===== src/rtl/xlt_pkg.sv =====
package xlt_pkg;
  localparam int VA_W    = 32;
  localparam int PA_W    = 32;
  localparam int OFF_W   = 12;
  localparam int IDX_W   = 10;
  localparam int PTE_W   = 32;
  localparam int VPN_W   = VA_W - OFF_W;
  localparam int FRAME_W = PA_W - OFF_W;
  localparam int LEN_W   = IDX_W + 1;

  typedef enum logic [1:0] {WK_IDLE, WK_OUTER, WK_INNER} walk_state_e;

  function automatic logic [IDX_W-1:0] outer_index(input logic [VA_W-1:0] va);
    return va[VA_W-1 -: IDX_W];
  endfunction

  function automatic logic [IDX_W-1:0] inner_index(input logic [VA_W-1:0] va);
    return va[OFF_W+IDX_W-1 -: IDX_W];
  endfunction

  function automatic logic [VPN_W-1:0] vpn_of(input logic [VA_W-1:0] va);
    return va[VA_W-1:OFF_W];
  endfunction

  function automatic logic pte_valid(input logic [PTE_W-1:0] pte);
    return pte[0];
  endfunction

  function automatic logic [FRAME_W-1:0] pte_frame(input logic [PTE_W-1:0] pte);
    return pte[PTE_W-1 -: FRAME_W];
  endfunction

  function automatic logic [PA_W-1:0] outer_entry_addr(input logic [PA_W-1:0] base,
                                                       input logic [IDX_W-1:0] idx);
    return base + PA_W'({idx, 2'b00});
  endfunction

  function automatic logic [PA_W-1:0] inner_entry_addr(input logic [PTE_W-1:0] pte,
                                                       input logic [IDX_W-1:0] idx);
    return {pte_frame(pte), {OFF_W{1'b0}}} | PA_W'({idx, 2'b00});
  endfunction

  function automatic logic [PA_W-1:0] make_pa(input logic [FRAME_W-1:0] frame,
                                              input logic [VA_W-1:0] va);
    return {frame, va[OFF_W-1:0]};
  endfunction

  function automatic logic beyond_len(input logic [IDX_W-1:0] idx,
                                      input logic [LEN_W-1:0] len);
    return {1'b0, idx} >= len;
  endfunction
endpackage


===== src/rtl/xlt_tlb.sv =====
module xlt_tlb
  import xlt_pkg::*;
#(
  parameter int ENTRIES = 8
) (
  input  logic               clk,
  input  logic               rst_n,
  input  logic               flush,
  input  logic [VPN_W-1:0]   lookup_vpn,
  output logic               hit,
  output logic [FRAME_W-1:0] hit_frame,
  input  logic               install,
  input  logic [VPN_W-1:0]   install_vpn,
  input  logic [FRAME_W-1:0] install_frame,
  output logic [ENTRIES-1:0] valid_vec
);
  localparam int PTR_W = (ENTRIES > 1) ? $clog2(ENTRIES) : 1;

  logic [VPN_W-1:0]   tag_q   [ENTRIES];
  logic [FRAME_W-1:0] frame_q [ENTRIES];
  logic [ENTRIES-1:0] hit_vec;
  logic [PTR_W-1:0]   victim_q;

  for (genvar e = 0; e < ENTRIES; e++) begin : g_entry
    always_ff @(posedge clk or negedge rst_n) begin
      if (!rst_n) begin
        valid_vec[e] <= 1'b0;
        tag_q[e]     <= '0;
        frame_q[e]   <= '0;
      end else if (flush) begin
        valid_vec[e] <= 1'b0;
      end else if (install && victim_q == PTR_W'(e)) begin
        valid_vec[e] <= 1'b1;
        tag_q[e]     <= install_vpn;
        frame_q[e]   <= install_frame;
      end
    end
    assign hit_vec[e] = valid_vec[e] && (tag_q[e] == lookup_vpn);
  end

  always_comb begin
    hit_frame = '0;
    for (int e = 0; e < ENTRIES; e++) begin
      if (hit_vec[e]) hit_frame = hit_frame | frame_q[e];
    end
  end
  assign hit = |hit_vec;

  always_ff @(posedge clk or negedge rst_n) begin
    if (!rst_n) victim_q <= '0;
    else if (install && !flush)
      victim_q <= (victim_q == PTR_W'(ENTRIES-1)) ? '0 : victim_q + 1'b1;
  end

  // a page can be cached in at most one entry
  a_r8_single_match: assert property (@(posedge clk) disable iff (!rst_n)
    $onehot0(hit_vec));

  // one flush cycle empties the cache
  a_r9_flush_empties: assert property (@(posedge clk) disable iff (!rst_n)
    flush |=> (valid_vec == '0));
endmodule


===== src/rtl/xlt_walker.sv =====
module xlt_walker
  import xlt_pkg::*;
(
  input  logic               clk,
  input  logic               rst_n,
  input  logic               start,
  input  logic [VA_W-1:0]    start_vaddr,
  input  logic [PA_W-1:0]    ptbr,
  output logic               busy,
  output logic               mem_req,
  output logic [PA_W-1:0]    mem_addr,
  input  logic               mem_ack,
  input  logic [PTE_W-1:0]   mem_rdata,
  output logic               done,
  output logic               done_fault,
  output logic [FRAME_W-1:0] done_frame
);
  walk_state_e     state_q;
  logic [VA_W-1:0] va_q;
  logic [PA_W-1:0] addr_q;
  logic            outer_ack, inner_ack;

  assign outer_ack = (state_q == WK_OUTER) && mem_ack;
  assign inner_ack = (state_q == WK_INNER) && mem_ack;

  always_ff @(posedge clk or negedge rst_n) begin
    if (!rst_n) begin
      state_q <= WK_IDLE;
      va_q    <= '0;
      addr_q  <= '0;
    end else begin
      unique case (state_q)
        WK_IDLE: if (start) begin
          va_q    <= start_vaddr;
          addr_q  <= outer_entry_addr(ptbr, outer_index(start_vaddr));
          state_q <= WK_OUTER;
        end
        WK_OUTER: if (mem_ack) begin
          if (pte_valid(mem_rdata)) begin
            addr_q  <= inner_entry_addr(mem_rdata, inner_index(va_q));
            state_q <= WK_INNER;
          end else begin
            state_q <= WK_IDLE;
          end
        end
        WK_INNER: if (mem_ack) state_q <= WK_IDLE;
        default: state_q <= WK_IDLE;
      endcase
    end
  end

  assign mem_req    = (state_q != WK_IDLE);
  assign mem_addr   = addr_q;
  assign busy       = mem_req;
  assign done       = (outer_ack && !pte_valid(mem_rdata)) || inner_ack;
  assign done_fault = outer_ack || !pte_valid(mem_rdata);
  assign done_frame = pte_frame(mem_rdata);

  // an unacknowledged read keeps its request and address
  a_r10_hold_read: assert property (@(posedge clk) disable iff (!rst_n)
    (mem_req && !mem_ack) |=> (mem_req && $stable(mem_addr)));

  // an invalid outer entry finishes the walk without a second read
  a_r5_outer_stop: assert property (@(posedge clk) disable iff (!rst_n)
    (outer_ack && !pte_valid(mem_rdata)) |=> !mem_req);
endmodule


===== src/rtl/xlt_translator.sv =====
module xlt_translator
  import xlt_pkg::*;
#(
  parameter int TLB_ENTRIES = 8
) (
  input  logic              clk,
  input  logic              rst_n,
  input  logic              flush,
  input  logic [PA_W-1:0]   ptbr,
  input  logic [LEN_W-1:0]  tbl_len,
  input  logic              req_valid,
  output logic              req_ready,
  input  logic [VA_W-1:0]   req_vaddr,
  output logic              resp_valid,
  output logic              resp_fault,
  output logic [PA_W-1:0]   resp_paddr,
  output logic [VA_W-1:0]   resp_vaddr,
  output logic              mem_req,
  output logic [PA_W-1:0]   mem_addr,
  input  logic              mem_ack,
  input  logic [PTE_W-1:0]  mem_rdata
);
  logic                   accept, walk_busy;
  logic                   tlb_hit;
  logic [FRAME_W-1:0]     tlb_frame;
  logic [TLB_ENTRIES-1:0] tlb_valid;
  logic                   hit_ev, range_ev, walk_start;
  logic                   walk_done, walk_fault, install_ev;
  logic [FRAME_W-1:0]     walk_frame;

  assign req_ready  = !walk_busy;
  assign accept     = req_valid && req_ready;
  assign hit_ev     = accept && tlb_hit;
  assign range_ev   = accept && !tlb_hit && beyond_len(outer_index(req_vaddr), tbl_len);
  assign walk_start = accept && !tlb_hit && !range_ev;
  assign install_ev = walk_done && !walk_fault;

  xlt_tlb #(.ENTRIES(TLB_ENTRIES)) u_tlb (
    .clk           (clk),
    .rst_n         (rst_n),
    .flush         (flush),
    .lookup_vpn    (vpn_of(req_vaddr)),
    .hit           (tlb_hit),
    .hit_frame     (tlb_frame),
    .install       (install_ev),
    .install_vpn   (vpn_of(resp_vaddr)),
    .install_frame (walk_frame),
    .valid_vec     (tlb_valid)
  );

  xlt_walker u_walker (
    .clk         (clk),
    .rst_n       (rst_n),
    .start       (walk_start),
    .start_vaddr (req_vaddr),
    .ptbr        (ptbr),
    .busy        (walk_busy),
    .mem_req     (mem_req),
    .mem_addr    (mem_addr),
    .mem_ack     (mem_ack),
    .mem_rdata   (mem_rdata),
    .done        (walk_done),
    .done_fault  (walk_fault),
    .done_frame  (walk_frame)
  );

  always_ff @(posedge clk or negedge rst_n) begin
    if (!rst_n) begin
      resp_valid <= 1'b0;
      resp_fault <= 1'b0;
      resp_paddr <= '0;
      resp_vaddr <= '0;
    end else begin
      resp_valid <= hit_ev || range_ev || walk_done;
      if (accept) resp_vaddr <= req_vaddr;
      if (hit_ev) begin
        resp_fault <= 1'b0;
        resp_paddr <= make_pa(tlb_frame, req_vaddr);
      end else if (range_ev) begin
        resp_fault <= 1'b1;
        resp_paddr <= '0;
      end else if (walk_done) begin
        resp_fault <= walk_fault;
        resp_paddr <= walk_fault ? '0 : make_pa(walk_frame, resp_vaddr);
      end
    end
  end

  // a hit answers next cycle without touching memory
  a_r2_hit_fast: assert property (@(posedge clk) disable iff (!rst_n)
    hit_ev |=> (resp_valid && !resp_fault && !mem_req));

  // an out-of-range index faults next cycle with no read
  a_r4_range_no_read: assert property (@(posedge clk) disable iff (!rst_n)
    range_ev |=> (resp_valid && resp_fault && !mem_req));

  // no request is taken while a read is outstanding
  a_r10_stall: assert property (@(posedge clk) disable iff (!rst_n)
    mem_req |-> !req_ready);

  // a faulting walk leaves the cache valid bits alone
  a_r6_no_install: assert property (@(posedge clk) disable iff (!rst_n)
    (walk_done && walk_fault && !flush) |=> $stable(tlb_valid));
endmodule


===== config.mk =====
export PLATFORM = sky130hd
export DESIGN_NAME = xlt_translator
export DESIGN_NICKNAME = d
export VERILOG_FILES = /design/src/rtl/xlt_pkg.sv /design/src/rtl/xlt_tlb.sv /design/src/rtl/xlt_walker.sv /design/src/rtl/xlt_translator.sv
export SDC_FILE = /design/constraint.sdc
export NUM_CORES = 1
export LEC_CHECK = 0
export ABC_AREA = 1
export BUFFER_PORTS_ARGS = -buffer_cell sky130_fd_sc_hd__buf_4
export CORE_MARGIN = 2
export CORE_UTILIZATION = 35
export DETAILED_ROUTE_END_ITERATION = 6
export PLACE_DENSITY = 0.53
export SYNTH_ARGS = -nofsm -noshare
export SYNTH_HDL_FRONTEND = slang
export SYNTH_SLANG_ARGS = --single-unit

===== constraint.sdc =====
create_clock -name clk -period 2.1 [get_ports clk]
set_clock_uncertainty 0.15 [all_clocks]
set_input_delay 0.105 -clock clk [delete_from_list [all_inputs] [get_ports clk]]
set_output_delay 0.105 -clock clk [all_outputs]
set_load 0.01 [all_outputs]

==> impl_metrics.toml <==
[floorplan]
die_area_sq_um = 70400
die_w_microns = 265
coreArea_sq_um = 67400
initial_utilization = 0.355
num_io_pins = 212
num_rows = 95
die_y_microns = 265

[setup_path]
worstRegToRegCells = 15
crit_path_end = "resp_paddr[11]$_DFFE_PN0P_"
required_ns = 2.44
path_class = "reg -> reg"
max_stage_delay_ns = 0.42
crit_path_top_delay_cell = "dfrtp_1"
cp_num_buf_inv = 5
rr_startpoint = "u_tlb.tag_q[98]$_DFFE_PN0P_"
r2r_setup_slack_ns = -0.37
path_cells = "xnor2_1 > buf_4 > nand3_2 > nor2_1 > nand3_2 > nand2_4 > nor2_4 > nand2_4 > buf_12 > o21bai_4 > buf_8 > clkbuf_16 > nand3b_1 > nand2_1 > inv_1"
cp.depth = 15
path_delay_family = "buffers and inverters"
crit_path_max_fanout = 7
end_kind = "register"
cp-start-kind = "register"
reg2reg_to = "resp_paddr[11]$_DFFE_PN0P_"
arrival_ns = 2.81
startpoint = "u_tlb.tag_q[98]$_DFFE_PN0P_"

[routing]
final_antenna_net_count = 0
wirelength_microns = 105000
num_vias = 25200
drt_pass1_iterations = 7
dr.first_iter.drc_count = 2488
wl_per_cell_microns = 21.4
drc = 15
via_per_inst = 5.14

[cts]
h-tree-depth = 2
cts.path.max_buffers = 3
cts_root_buffer = "clkbuf_16"
clock-sinks = 441
cts_tree = "built"
worstSkewPairLatency_ns = 0.60
clkSlewWorstSetupHoldPaths_ns = 0.06
cts_buffers = 51

[pwr]
power_density_nw_per_um2 = 998
vdd_drop_max_v = 0.000582
leakagePower_nw = 16.8
power_mw = 34.9

[final_layout]
post-route-util = 0.518
area_delta_synth_final_pct = 46.0
layout-drive-gt1-share = 0.275
fillers = 6389
nNetsFinal = 4123

[global_route]
grt_pass1_vias = 22900
grt_pass1_wl_microns = 143000
antenna_found_initial = 2
gr-total-overflow = 0
grt_max_degree = 61
grt_usage = 0.269

[timing]
finalSetupViolCount = 209
min_period_ns = 2.47
tightest_slew_ns = 0.722
rsz0062_at_grt = "true"
fmax_ghz = 0.404
slew_viol_final = 0
worst_slew_margin_rel = 0.518
finalCritPeriodShare = 1.18
hold_viol_final = 0
fin_ws_ns = -0.374

[place]
place_congestion = 0.959
dp_hpwl_microns = 68700
portBuffers = 200
dp_slack_ns = -0.498

[logic_synthesis]
ys_seq_area_frac = 0.462
synth_area_sq_um = 23900
synthCells = 3302
synth_nets = 3441
synth_cell_types = 49
syn_area_per_cell_sq_um = 7.24
ys_ff_latch = 441
synth_warnings = 0

[run_status]
status = "finished with violations"
violations = "DRC, setup timing"

[flow_run]
maxCapViolCount = 0

[hold_path]
hp-class = "in -> reg"
[synth_stat cells (all sizes together)]
| library cell | instances | area, sq um |
|---|---|---|
| o22ai | 2 | 12.5 |
| o21bai | 2 | 26.3 |
| buf | 57 | 434 |
| dlygate4sd1 | 2 | 17.5 |
| clkbuf | 79 | 300 |
| or2 | 8 | 50.1 |
| o21a | 7 | 52.6 |
| and3 | 1 | 6.26 |
| nand2 | 1143 | 4340 |
| dfrtp | 441 | 11000 |
| clkinv | 1 | 3.75 |
| a21oi | 44 | 231 |
| nand3 | 128 | 676 |
| xnor2 | 21 | 184 |
| and2 | 4 | 25.0 |
| nand4 | 74 | 463 |
| ha | 26 | 325 |
| nand3b | 42 | 315 |
| nor4 | 5 | 31.3 |
| nor2 | 285 | 1120 |
| nor3 | 13 | 65.1 |
| o21ai | 507 | 2540 |
| fa | 1 | 20.0 |
| a21o | 2 | 15.0 |
| o22a | 1 | 8.76 |
| o211ai | 7 | 62.6 |
| a31oi | 3 | 18.8 |
| xor2 | 8 | 70.1 |
| inv | 388 | 1460 |
[report_power, final]
group	total [mW]	internal, mW	switching (mW)
logic	12.1	5.38	6.71
clock network	9.75	5.85	3.90
registers	13.0	11.0	1.99
total	34.9	22.3	12.6
[kinds of logic (layout without fill, tap and decap cells)]
kind of cell / Yosys count / in the layout / synth area share
other: 0 / 1 / 0
AND/OR/NAND/NOR: 1703 / 1707 / 0.297
flip-flops: 441 / 441 / 0.462
AO/OA/AOI/OAI: 575 / 575 / 0.124
XOR/XNOR: 29 / 29 / 0.0106
buffers and inverters: 527 / 1244 / 0.0925
adder cells (fa/ha/maj): 27 / 27 / 0.0144
[layer usage]
metal / global-route usage / routed length (microns)
met5: 0 / 0
met4: 0.0803 / 3270
met3: 0.0723 / 10900
met2: 0.407 / 45100
met1: 0.376 / 45400
[repair_timing]
action,CTS,global route
hold endpoints to repair,690,1
resized for setup,129,408
gates cloned,10,45
endpoints found under the setup margin,112,385
hold buffers,80,1
buffers inserted,35,29
pin swaps,23,76
[worst min-delay path by stage]
stage                              from                           endpoint  slack, ns  depth (start not counted)
after floorplan                   rst_n             resp_fault$_DFFE_PN0P_      -0.34                          0
after global placement            rst_n         resp_vaddr[14]$_DFFE_PN0P_      -0.08                          1
after detailed placement          rst_n         resp_vaddr[14]$_DFFE_PN0P_      -0.07                          1
after CTS                       ptbr[2]   u_walker.mem_addr[2]$_DFFE_PN0P_      -0.27                          4
after global routing      req_vaddr[17]      u_walker.va_q[17]$_DFFE_PN0P_       0.04                          5
final                         req_valid  u_walker.mem_addr[14]$_DFFE_PN0P_       0.05                          7
[registers in the layout (all words and copies together), names as in the netlist]
name / cells
resp_fault: 1
resp_paddr: 32
u_tlb.frame_q: 160
u_walker.state_q: 2
u_walker.va_q: 10
u_tlb.valid_vec: 8
resp_valid: 1
resp_vaddr: 32
u_tlb.tag_q: 160
u_tlb.victim_q: 3
u_walker.mem_addr: 32
[cell usage in the layout, fill, tap and decap left out, types with 8 or more instances in the layout]
master / n
nand2_2: 107
buf_12: 59
nor2_1: 243
buf_16: 9
o21ai_0: 365
buf_4: 556
nor3_1: 11
nand3b_1: 42
o21ai_2: 61
nand2_1: 987
inv_1: 362
o21ai_1: 81
a21oi_1: 37
bufinv_16: 8
dfrtp_1: 439
nand2_8: 8
clkbuf_8: 11
clkbuf_16: 80
ha_1: 26
buf_6: 16
buf_8: 14
xnor2_1: 17
nand3_1: 103
inv_2: 23
nand3_2: 19
dlygate4sd3_1: 80
nand2_4: 45
nor2_4: 21
nor2_2: 21
nand4_1: 74
clkinv_2: 8
[metrics by stage]
stage	std cells	hold slack (ns)	cell area, sq um	TNS [ns]
6_report	4897	0.0468	34900	-30.73
5_1_grt	4896	0.0415	34900	-52.22
2_1_floorplan	3302	-0.341	23900	0
3_5_place_dp	4611	-0.0711	29200	-31.92
3_3_place_gp	4611	-0.0760	29200	-32.43
4_1_cts	4827	-0.270	32800	-20.40
[worst register-to-register path: stages, from the launching register on]
cell,delay [ns]
dfrtp_1,0.42
xnor2_1,0.14
buf_4,0.17
nand3_2,0.08
nor2_1,0.06
nand3_2,0.10
nand2_4,0.08
nor2_4,0.15
nand2_4,0.09
buf_12,0.14
o21bai_4,0.21
buf_8,0.19
clkbuf_16,0.18
nand3b_1,0.08
nand2_1,0.06
inv_1,0.04
[final cells by class]
| type | instances | area, sq um | share of cell area |
|---|---|---|---|
| diodes | 1 | 2.50 | 0.0000717 |
| clock buffers | 68 | 1450 | 0.0415 |
| clock inverters | 24 | 364 | 0.0104 |
| inverters | 389 | 1500 | 0.0429 |
| multi-input cells | 2338 | 12000 | 0.342 |
| flip-flops and latches | 441 | 11000 | 0.316 |
| well taps | 873 | 1090 | 0.0313 |
| repair buffers | 763 | 7520 | 0.215 |
Power figures use the tool's default switching activity.
